`src/rtl/stx_pkg.sv`:
```
// Shared encodings for the buffered serial transmitter.
// Assumes: the two-bit multiplier and stop codes are decoded only here and in the timing helper.
package stx_pkg;
    typedef enum logic [2:0] {
        ST_IDLE,
        ST_START,
        ST_DATA,
        ST_PAR,
        ST_STOP,
        ST_BRK,
        ST_MARK
    } stx_state_e;

    localparam logic [1:0] MUL_X16  = 2'b10;
    localparam logic [1:0] MUL_X64  = 2'b11;
    localparam logic [1:0] STP_HALF = 2'b10;
    localparam logic [1:0] STP_TWO  = 2'b11;
endpackage

```
`src/rtl/stx_timing.sv`:
```
// Turns the multiplier and stop codes into tick counts for one bit and for the stop interval.
// Assumes: the doubled slowest/medium/fast tick counts fit in CNT_W bits.
module stx_timing
    import stx_pkg::*;
#(
    parameter int CNT_W      = 8,
    parameter int SLOW_TICKS = 1,
    parameter int MID_TICKS  = 16,
    parameter int FAST_TICKS = 64
) (
    input  logic [1:0]       mult,
    input  logic [1:0]       stop,
    output logic [CNT_W-1:0] bit_ticks,
    output logic [CNT_W-1:0] stop_ticks
);
    logic can_halve;

    // Decode ticks per bit and the stop length; the half bit exists only above the slowest rate.
    always_comb begin
        case (mult)
            MUL_X16: bit_ticks = CNT_W'(MID_TICKS);
            MUL_X64: bit_ticks = CNT_W'(FAST_TICKS);
            default: bit_ticks = CNT_W'(SLOW_TICKS);
        endcase
        can_halve = (mult == MUL_X16) || (mult == MUL_X64);
        case (stop)
            STP_HALF: stop_ticks = can_halve ? bit_ticks + (bit_ticks >> 1) : bit_ticks;
            STP_TWO:  stop_ticks = bit_ticks << 1;
            default:  stop_ticks = bit_ticks;
        endcase
    end
endmodule

```
`src/rtl/stx_hold.sv`:
```
// One-entry holding register between the host and the shift engine.
// Assumes: 'take' is raised only while the register is full.
module stx_hold #(
    parameter int DATA_W = 8
) (
    input  logic              clk,
    input  logic              rst_n,
    input  logic              wr_stb,
    input  logic [DATA_W-1:0] wr_data,
    input  logic              take,
    output logic              full,
    output logic [DATA_W-1:0] data
);
    // Accept a write only when empty; release the entry when the engine takes it.
    always_ff @(posedge clk) begin
        if (!rst_n) begin
            full <= 1'b0;
            data <= '0;
        end else if (take) begin
            full <= 1'b0;
        end else if (wr_stb && !full) begin
            full <= 1'b1;
            data <= wr_data;
        end
    end

    // a full entry is never overwritten by a later write
    assert_no_overwrite_R2: assert property (@(posedge clk) disable iff (!rst_n)
        (full && wr_stb) |=> $stable(data));
endmodule

```
`src/rtl/stx_engine.sv`:
```
// Shift engine: frames one character with start, data, parity and stop, and handles break and recovery mark.
// Assumes: 'tick' paces bit timing; settings are captured on 'load' and kept until the next load.
module stx_engine
    import stx_pkg::*;
#(
    parameter int CNT_W  = 8,
    parameter int DATA_W = 8
) (
    input  logic              clk,
    input  logic              rst_n,
    input  logic              tick,
    input  logic              can_load,
    input  logic              brk,
    input  logic [DATA_W-1:0] load_data,
    input  logic [1:0]        cfg_len,
    input  logic              cfg_par_en,
    input  logic              cfg_par_odd,
    input  logic [CNT_W-1:0]  bit_ticks,
    input  logic [CNT_W-1:0]  stop_ticks,
    output logic              load,
    output logic              txd,
    output logic              idle
);
    localparam int IDX_W = $clog2(DATA_W);

    stx_state_e        st;
    logic [CNT_W-1:0]  cnt;
    logic [IDX_W-1:0]  idx;
    logic [DATA_W-1:0] shreg;
    logic [IDX_W-1:0]  l_len_m1;
    logic              l_par_en;
    logic              l_par_bit;
    logic [CNT_W-1:0]  l_bit;
    logic [CNT_W-1:0]  l_stop;

    logic [IDX_W-1:0]  len_m1;
    logic [DATA_W-1:0] len_mask;
    logic              par_bit;
    logic [CNT_W-1:0]  cur_ticks;
    logic              seg_last;

    // Derive the live data length, its mask and the parity of the waiting character.
    always_comb begin
        len_m1 = IDX_W'(DATA_W - 4) + IDX_W'(cfg_len);
        for (int i = 0; i < DATA_W; i++) begin
            len_mask[i] = (i <= int'(len_m1));
        end
        par_bit = (^(load_data & len_mask)) ^ cfg_par_odd;
    end

    // Pick the length of the current segment and detect its final tick.
    always_comb begin
        case (st)
            ST_STOP: cur_ticks = l_stop;
            ST_MARK: cur_ticks = bit_ticks;
            default: cur_ticks = l_bit;
        endcase
        seg_last = (cnt == cur_ticks - 1'b1);
    end

    // Take a character from idle, or straight after the last stop tick.
    assign load = can_load && !brk &&
                  ((st == ST_IDLE) || (st == ST_STOP && tick && seg_last));

    // Sequence the frame segments, break and recovery mark.
    always_ff @(posedge clk) begin
        if (!rst_n) begin
            st  <= ST_IDLE;
            cnt <= '0;
            idx <= '0;
        end else begin
            case (st)
                ST_IDLE: begin
                    cnt <= '0;
                    if (brk)         st <= ST_BRK;
                    else if (load)   st <= ST_START;
                end
                ST_START, ST_DATA, ST_PAR, ST_STOP: begin
                    if (tick) begin
                        if (!seg_last) begin
                            cnt <= cnt + 1'b1;
                        end else begin
                            cnt <= '0;
                            if (brk) begin
                                st <= ST_BRK;
                            end else begin
                                case (st)
                                    ST_START: begin
                                        st  <= ST_DATA;
                                        idx <= '0;
                                    end
                                    ST_DATA: begin
                                        idx <= idx + 1'b1;
                                        if (idx == l_len_m1) st <= l_par_en ? ST_PAR : ST_STOP;
                                    end
                                    ST_PAR:  st <= ST_STOP;
                                    default: st <= load ? ST_START : ST_IDLE;
                                endcase
                            end
                        end
                    end
                end
                ST_BRK: begin
                    cnt <= '0;
                    if (!brk) st <= ST_MARK;
                end
                ST_MARK: begin
                    if (tick) begin
                        if (seg_last) begin
                            cnt <= '0;
                            st  <= ST_IDLE;
                        end else begin
                            cnt <= cnt + 1'b1;
                        end
                    end
                end
                default: st <= ST_IDLE;
            endcase
        end
    end

    // Capture the character and its settings on load; shift at each data bit boundary.
    always_ff @(posedge clk) begin
        if (!rst_n) begin
            shreg     <= '0;
            l_len_m1  <= '0;
            l_par_en  <= 1'b0;
            l_par_bit <= 1'b0;
            l_bit     <= CNT_W'(1);
            l_stop    <= CNT_W'(1);
        end else if (load) begin
            shreg     <= load_data;
            l_len_m1  <= len_m1;
            l_par_en  <= cfg_par_en;
            l_par_bit <= par_bit;
            l_bit     <= bit_ticks;
            l_stop    <= stop_ticks;
        end else if (st == ST_DATA && tick && seg_last && !brk) begin
            shreg <= shreg >> 1;
        end
    end

    // Drive the line level for the current segment.
    always_comb begin
        case (st)
            ST_START, ST_BRK: txd = 1'b0;
            ST_DATA:          txd = shreg[0];
            ST_PAR:           txd = l_par_bit;
            default:          txd = 1'b1;
        endcase
    end

    assign idle = (st == ST_IDLE);

    // the start bit appears the cycle after a load
    assert_start_after_load_R3: assert property (@(posedge clk) disable iff (!rst_n)
        load |=> !txd);

    // releasing break always yields a high line next
    assert_mark_after_break_R9: assert property (@(posedge clk) disable iff (!rst_n)
        (st == ST_BRK && !brk) |=> txd);
endmodule

```
`src/rtl/serial_tx_buffered.sv`:
```
// Top of the buffered asynchronous transmitter: holding register, timing decode and shift engine.
// Assumes: clk_en pulses at the sample rate; cts_n is already synchronous to clk.
module serial_tx_buffered #(
    parameter int DATA_W     = 8,
    parameter int CNT_W      = 8,
    parameter int SLOW_TICKS = 1,
    parameter int MID_TICKS  = 16,
    parameter int FAST_TICKS = 64
) (
    input  logic              clk,
    input  logic              rst_n,
    input  logic              clk_en,
    input  logic              wr_stb,
    input  logic [DATA_W-1:0] wr_data,
    input  logic [1:0]        cfg_mult,
    input  logic [1:0]        cfg_len,
    input  logic              cfg_par_en,
    input  logic              cfg_par_odd,
    input  logic [1:0]        cfg_stop,
    input  logic              tx_enable,
    input  logic              send_break,
    input  logic              cts_n,
    output logic              txd,
    output logic              tx_ready,
    output logic              tx_empty
);
    logic              hold_full;
    logic [DATA_W-1:0] hold_data;
    logic              take;
    logic              eng_idle;
    logic              can_load;
    logic [CNT_W-1:0]  bit_ticks;
    logic [CNT_W-1:0]  stop_ticks;

    assign can_load = hold_full && tx_enable && !cts_n && !send_break;

    stx_hold #(.DATA_W(DATA_W)) u_hold (
        .clk     (clk),
        .rst_n   (rst_n),
        .wr_stb  (wr_stb),
        .wr_data (wr_data),
        .take    (take),
        .full    (hold_full),
        .data    (hold_data)
    );

    stx_timing #(
        .CNT_W      (CNT_W),
        .SLOW_TICKS (SLOW_TICKS),
        .MID_TICKS  (MID_TICKS),
        .FAST_TICKS (FAST_TICKS)
    ) u_timing (
        .mult       (cfg_mult),
        .stop       (cfg_stop),
        .bit_ticks  (bit_ticks),
        .stop_ticks (stop_ticks)
    );

    stx_engine #(.CNT_W(CNT_W), .DATA_W(DATA_W)) u_engine (
        .clk         (clk),
        .rst_n       (rst_n),
        .tick        (clk_en),
        .can_load    (can_load),
        .brk         (send_break),
        .load_data   (hold_data),
        .cfg_len     (cfg_len),
        .cfg_par_en  (cfg_par_en),
        .cfg_par_odd (cfg_par_odd),
        .bit_ticks   (bit_ticks),
        .stop_ticks  (stop_ticks),
        .load        (take),
        .txd         (txd),
        .idle        (eng_idle)
    );

    assign tx_ready = !hold_full;
    assign tx_empty = eng_idle && !hold_full;

    // a transfer only happens while sending is permitted
    assert_xfer_gated_R1: assert property (@(posedge clk) disable iff (!rst_n)
        $rose(tx_ready) |-> $past(tx_enable && !cts_n && !send_break));

    // an accepted write drops ready on the next cycle
    assert_ready_drop_R2: assert property (@(posedge clk) disable iff (!rst_n)
        (wr_stb && tx_ready) |=> !tx_ready);

    // an empty transmitter keeps the line marking
    assert_idle_high_R7: assert property (@(posedge clk) disable iff (!rst_n)
        tx_empty |-> txd);

    // once low under break, the line stays low while break is held
    assert_break_hold_R8: assert property (@(posedge clk) disable iff (!rst_n)
        (send_break && !txd) |=> (!txd || !send_break));
endmodule

```
`config.mk`:
```
export PLATFORM = sky130hd
export DESIGN_NAME = serial_tx_buffered
export DESIGN_NICKNAME = d
export VERILOG_FILES = /design/src/rtl/stx_pkg.sv /design/src/rtl/stx_timing.sv /design/src/rtl/stx_hold.sv /design/src/rtl/stx_engine.sv /design/src/rtl/serial_tx_buffered.sv
export SDC_FILE = /design/constraint.sdc
export NUM_CORES = 1
export LEC_CHECK = 0
export BUFFER_PORTS_ARGS = -buffer_cell sky130_fd_sc_hd__buf_2
export CAP_MARGIN = 20
export CORE_ASPECT_RATIO = 0.5
export CORE_UTILIZATION = 53
export DETAILED_ROUTE_END_ITERATION = 8
export GPL_TIMING_DRIVEN = 1
export PLACE_DENSITY = 0.72
export REMOVE_ABC_BUFFERS = 1
export SYNTH_ARGS = -nofsm -noshare
export SYNTH_HDL_FRONTEND = slang
export SYNTH_HIERARCHICAL = 1
export SYNTH_SLANG_ARGS = --single-unit
```
`constraint.sdc`:
```
create_clock -name clk -period 5.8 [get_ports clk]
set_input_delay 1.16 -clock clk [delete_from_list [all_inputs] [get_ports clk]]
set_output_delay 1.16 -clock clk [all_outputs]
set_load 0.05 [all_outputs]
```
==> results_dict.tcl <==
set metrics [dict create \
    crit_buf_inv 1 \
    rsz0062_at_grt "no" \
    syn_inst 344 \
    drt_wl_total_mm 6.13 \
    h-tree-depth 2 \
    critPathLaunchType "flop" \
    leakage_uw 0.00134 \
    final_cell_area_mm2 0.00344 \
    clkSlewWorstSetupHoldPaths_ps 70 \
    grt_pass1_wl_mm 10.6 \
    diodes 0 \
    crit_path_top_delay_cell "dfxtp_1" \
    finalCriticalPeriod_ps 4300 \
    nNetsFinal 382 \
    arrival_ps 4460 \
    hold_class "reg -> reg" \
    synth_top_area_share_pct 33.0 \
    relSlewSlack_pct 39.9 \
    syn2layout_area_growth_pct 9.09 \
    vdd_drop_max_mv 0.142 \
    port_buffers 25 \
    ios 26 \
    cts_root_buffer "clkbuf_16" \
    hold_viol 0 \
    crit_required_ps 5950 \
    cts_buffer_depth 2 \
    synth-seq-cells 52 \
    violations "DRC" \
    period_share_pct 74.2 \
    final_cell_mix "dfxtp_1 (52), mux2i_1 (36), nand2_1 (31)" \
    drc 3 \
    wl_per_cell_um 14.3 \
    ant_nets 0 \
    cts.sinks 52 \
    antenna_found_initial 0 \
    fp-row-count 19 \
    cts_resized 0 \
    grt_usage_pct 21.4 \
    vias 2415 \
    cts_tree "built" \
    dp_hpwl_mm 4.27 \
    yosysTopAreaCell "dfxtp_1" \
    p_per_area_mw_per_mm2 306 \
    start_util_pct 56.2 \
    synthArstFlopShare_pct 0 \
    fmax_ghz 0.232 \
    hold_buffers 0 \
    crit_fanout 25 \
    whs_ps 485 \
    finalMaxSlewViolations 0 \
    fp.dieH_um 56.5 \
    coreArea_mm2 0.00561 \
    synth-seq-area-share_pct 33.0 \
    synthFlopType "dfxtp_1" \
    grt_max_degree 60 \
    die_area_mm2 0.00628 \
    globalRouteOverflowTotal 0 \
    cp_slowest_stage_delay_ps 890 \
    end_kind "flop" \
    placed_area_mm2 0.00327 \
    worst_pin_slew_ps 901 \
    synth_cell_types 64 \
    crit_type "reg -> reg" \
    max-cap-violations 0 \
    die_w_um 111 \
    synth_area_mm2 0.00315 \
    yosysWarnings 6 \
    status "finished with violations" \
    drive_gt1_share_pct 16.8 \
    cts-buffers-inserted 5 \
    crit_family "compound AO/OA/AOI/OAI gates" \
    syn_avg_cell_area_um2 9.17 \
    skew_ps 4.83 \
    clock_latency_ps 300 \
    layout_commonest_cell "dfxtp_1" \
    setup-violations-final 0 \
    yosys-top-cells-area "dfxtp_1 (33%), mux2i_1 (11%), nor2b_1 (4.6%)" \
    grt_pass1_vias 2436 \
    synth_edf_count 0 \
    vias_per_cell 5.62 \
    crit_chain "mux2_2, mux2i_2, ha_1, o21ai_0, a2111oi_0, o2111ai_2, a21oi_4, buf_12, mux2i_1, nand2_1" \
    gp_congestion 0.865 \
    drt_iter0_markers 177 \
    cts_setup_buffers 0 \
    drt-pass1-iter-count 6 \
]
-- layer usage --
metal  up-vias  track usage [%]  part of all wire, %
li1       1224                -                    -
met1      1111             25.0                   47
met2        67             36.9                   46
met3        13             6.37                  4.8
met4         0             9.27                  1.6
met5         -                0                    0
-- cells by family (layout without fill, tap and decap cells) --
family	count (synthesis)	in the layout	share of synthesized area, %
DFF	52	52	33.0
xor gates and xnor gates	24	24	6.67
muxes	48	48	16.6
other	1	6	0.119
and+or+nand+nor	116	116	21.4
adders and majority gates	3	3	1.19
buffers and inverters	37	45	6.11
AOI/OAI and AO/OA	63	63	14.8
-- path summary, 6_finish.rpt --
kind	startpoint	to	slack (ps)	depth (start not counted)
worst max-delay path	u_engine/st[1]	u_engine/l_stop[0]	1500	10
worst min-delay path	u_engine/l_stop[0]	u_engine/l_stop[0]	490	2
worst max register to register	u_engine/st[1]	u_engine/l_stop[0]	1500	10
worst min register to register	u_engine/l_stop[0]	u_engine/l_stop[0]	490	2
-- per-stage QoR --
step	setup TNS, ps	power (uW)	setup slack [ps]	utilization, %	std cells
2_1_floorplan	-1200	644	-150	-	322
3_3_place_gp	0	712	1340	58.3	422
3_5_place_dp	0	719	1190	58.3	422
4_1_cts	0	1060	1500	61.3	430
5_1_grt	0	1100	1140	61.3	430
6_report	0	1050	1500	61.3	430
-- tightest hold or removal path: stages, from the launching register on --
cell and delay (ps):
dfxtp_1 330, mux2i_1 70, nand2_1 60
-- state kept, by name (all words and copies together) (netlist names), 3 cells and up --
register	cells
u_engine/cnt	8
u_engine/l_len_m1	3
u_hold/data	8
u_engine/l_stop	8
u_engine/st	3
u_engine/shreg	8
u_engine/idx	3
u_engine/l_bit	8
-- Yosys cell counts (5+ instances only) --
library cell  instances
nand2_1              31
mux2i_1              36
clkbuf_1             12
a21oi_1               9
dfxtp_1              52
nor2b_1              23
o21a_1                7
nand3_1               5
buf_4                 9
nor3b_1              12
xor2_1                8
nor2_1               11
a22o_1                6
xnor2_1              16
mux2_2                7
inv_1                 8
and3_1                5
o21ai_0              13
-- cell type report --
| type | instances | area [um2] |
|---|---|---|
| Timing Repair Buffer | 27 | 153 |
| Multi-Input combinational cell | 260 | 1950 |
| Clock buffer | 5 | 125 |
| Sequential cell | 52 | 1040 |
| Tap cell | 73 | 91.3 |
| Clock inverter | 3 | 42.5 |
| Fill cell | 490 | 2170 |
| Inverter | 10 | 37.5 |
-- where the power goes --
group	switching [uW]	total [uW]	internal [uW]	leakage (uW)
logic	177	302	125	0.000836
clock network	136	338	203	0.0000798
registers	40.2	413	372	0.000421
Note: power is estimated with default switching activity, not from simulation.
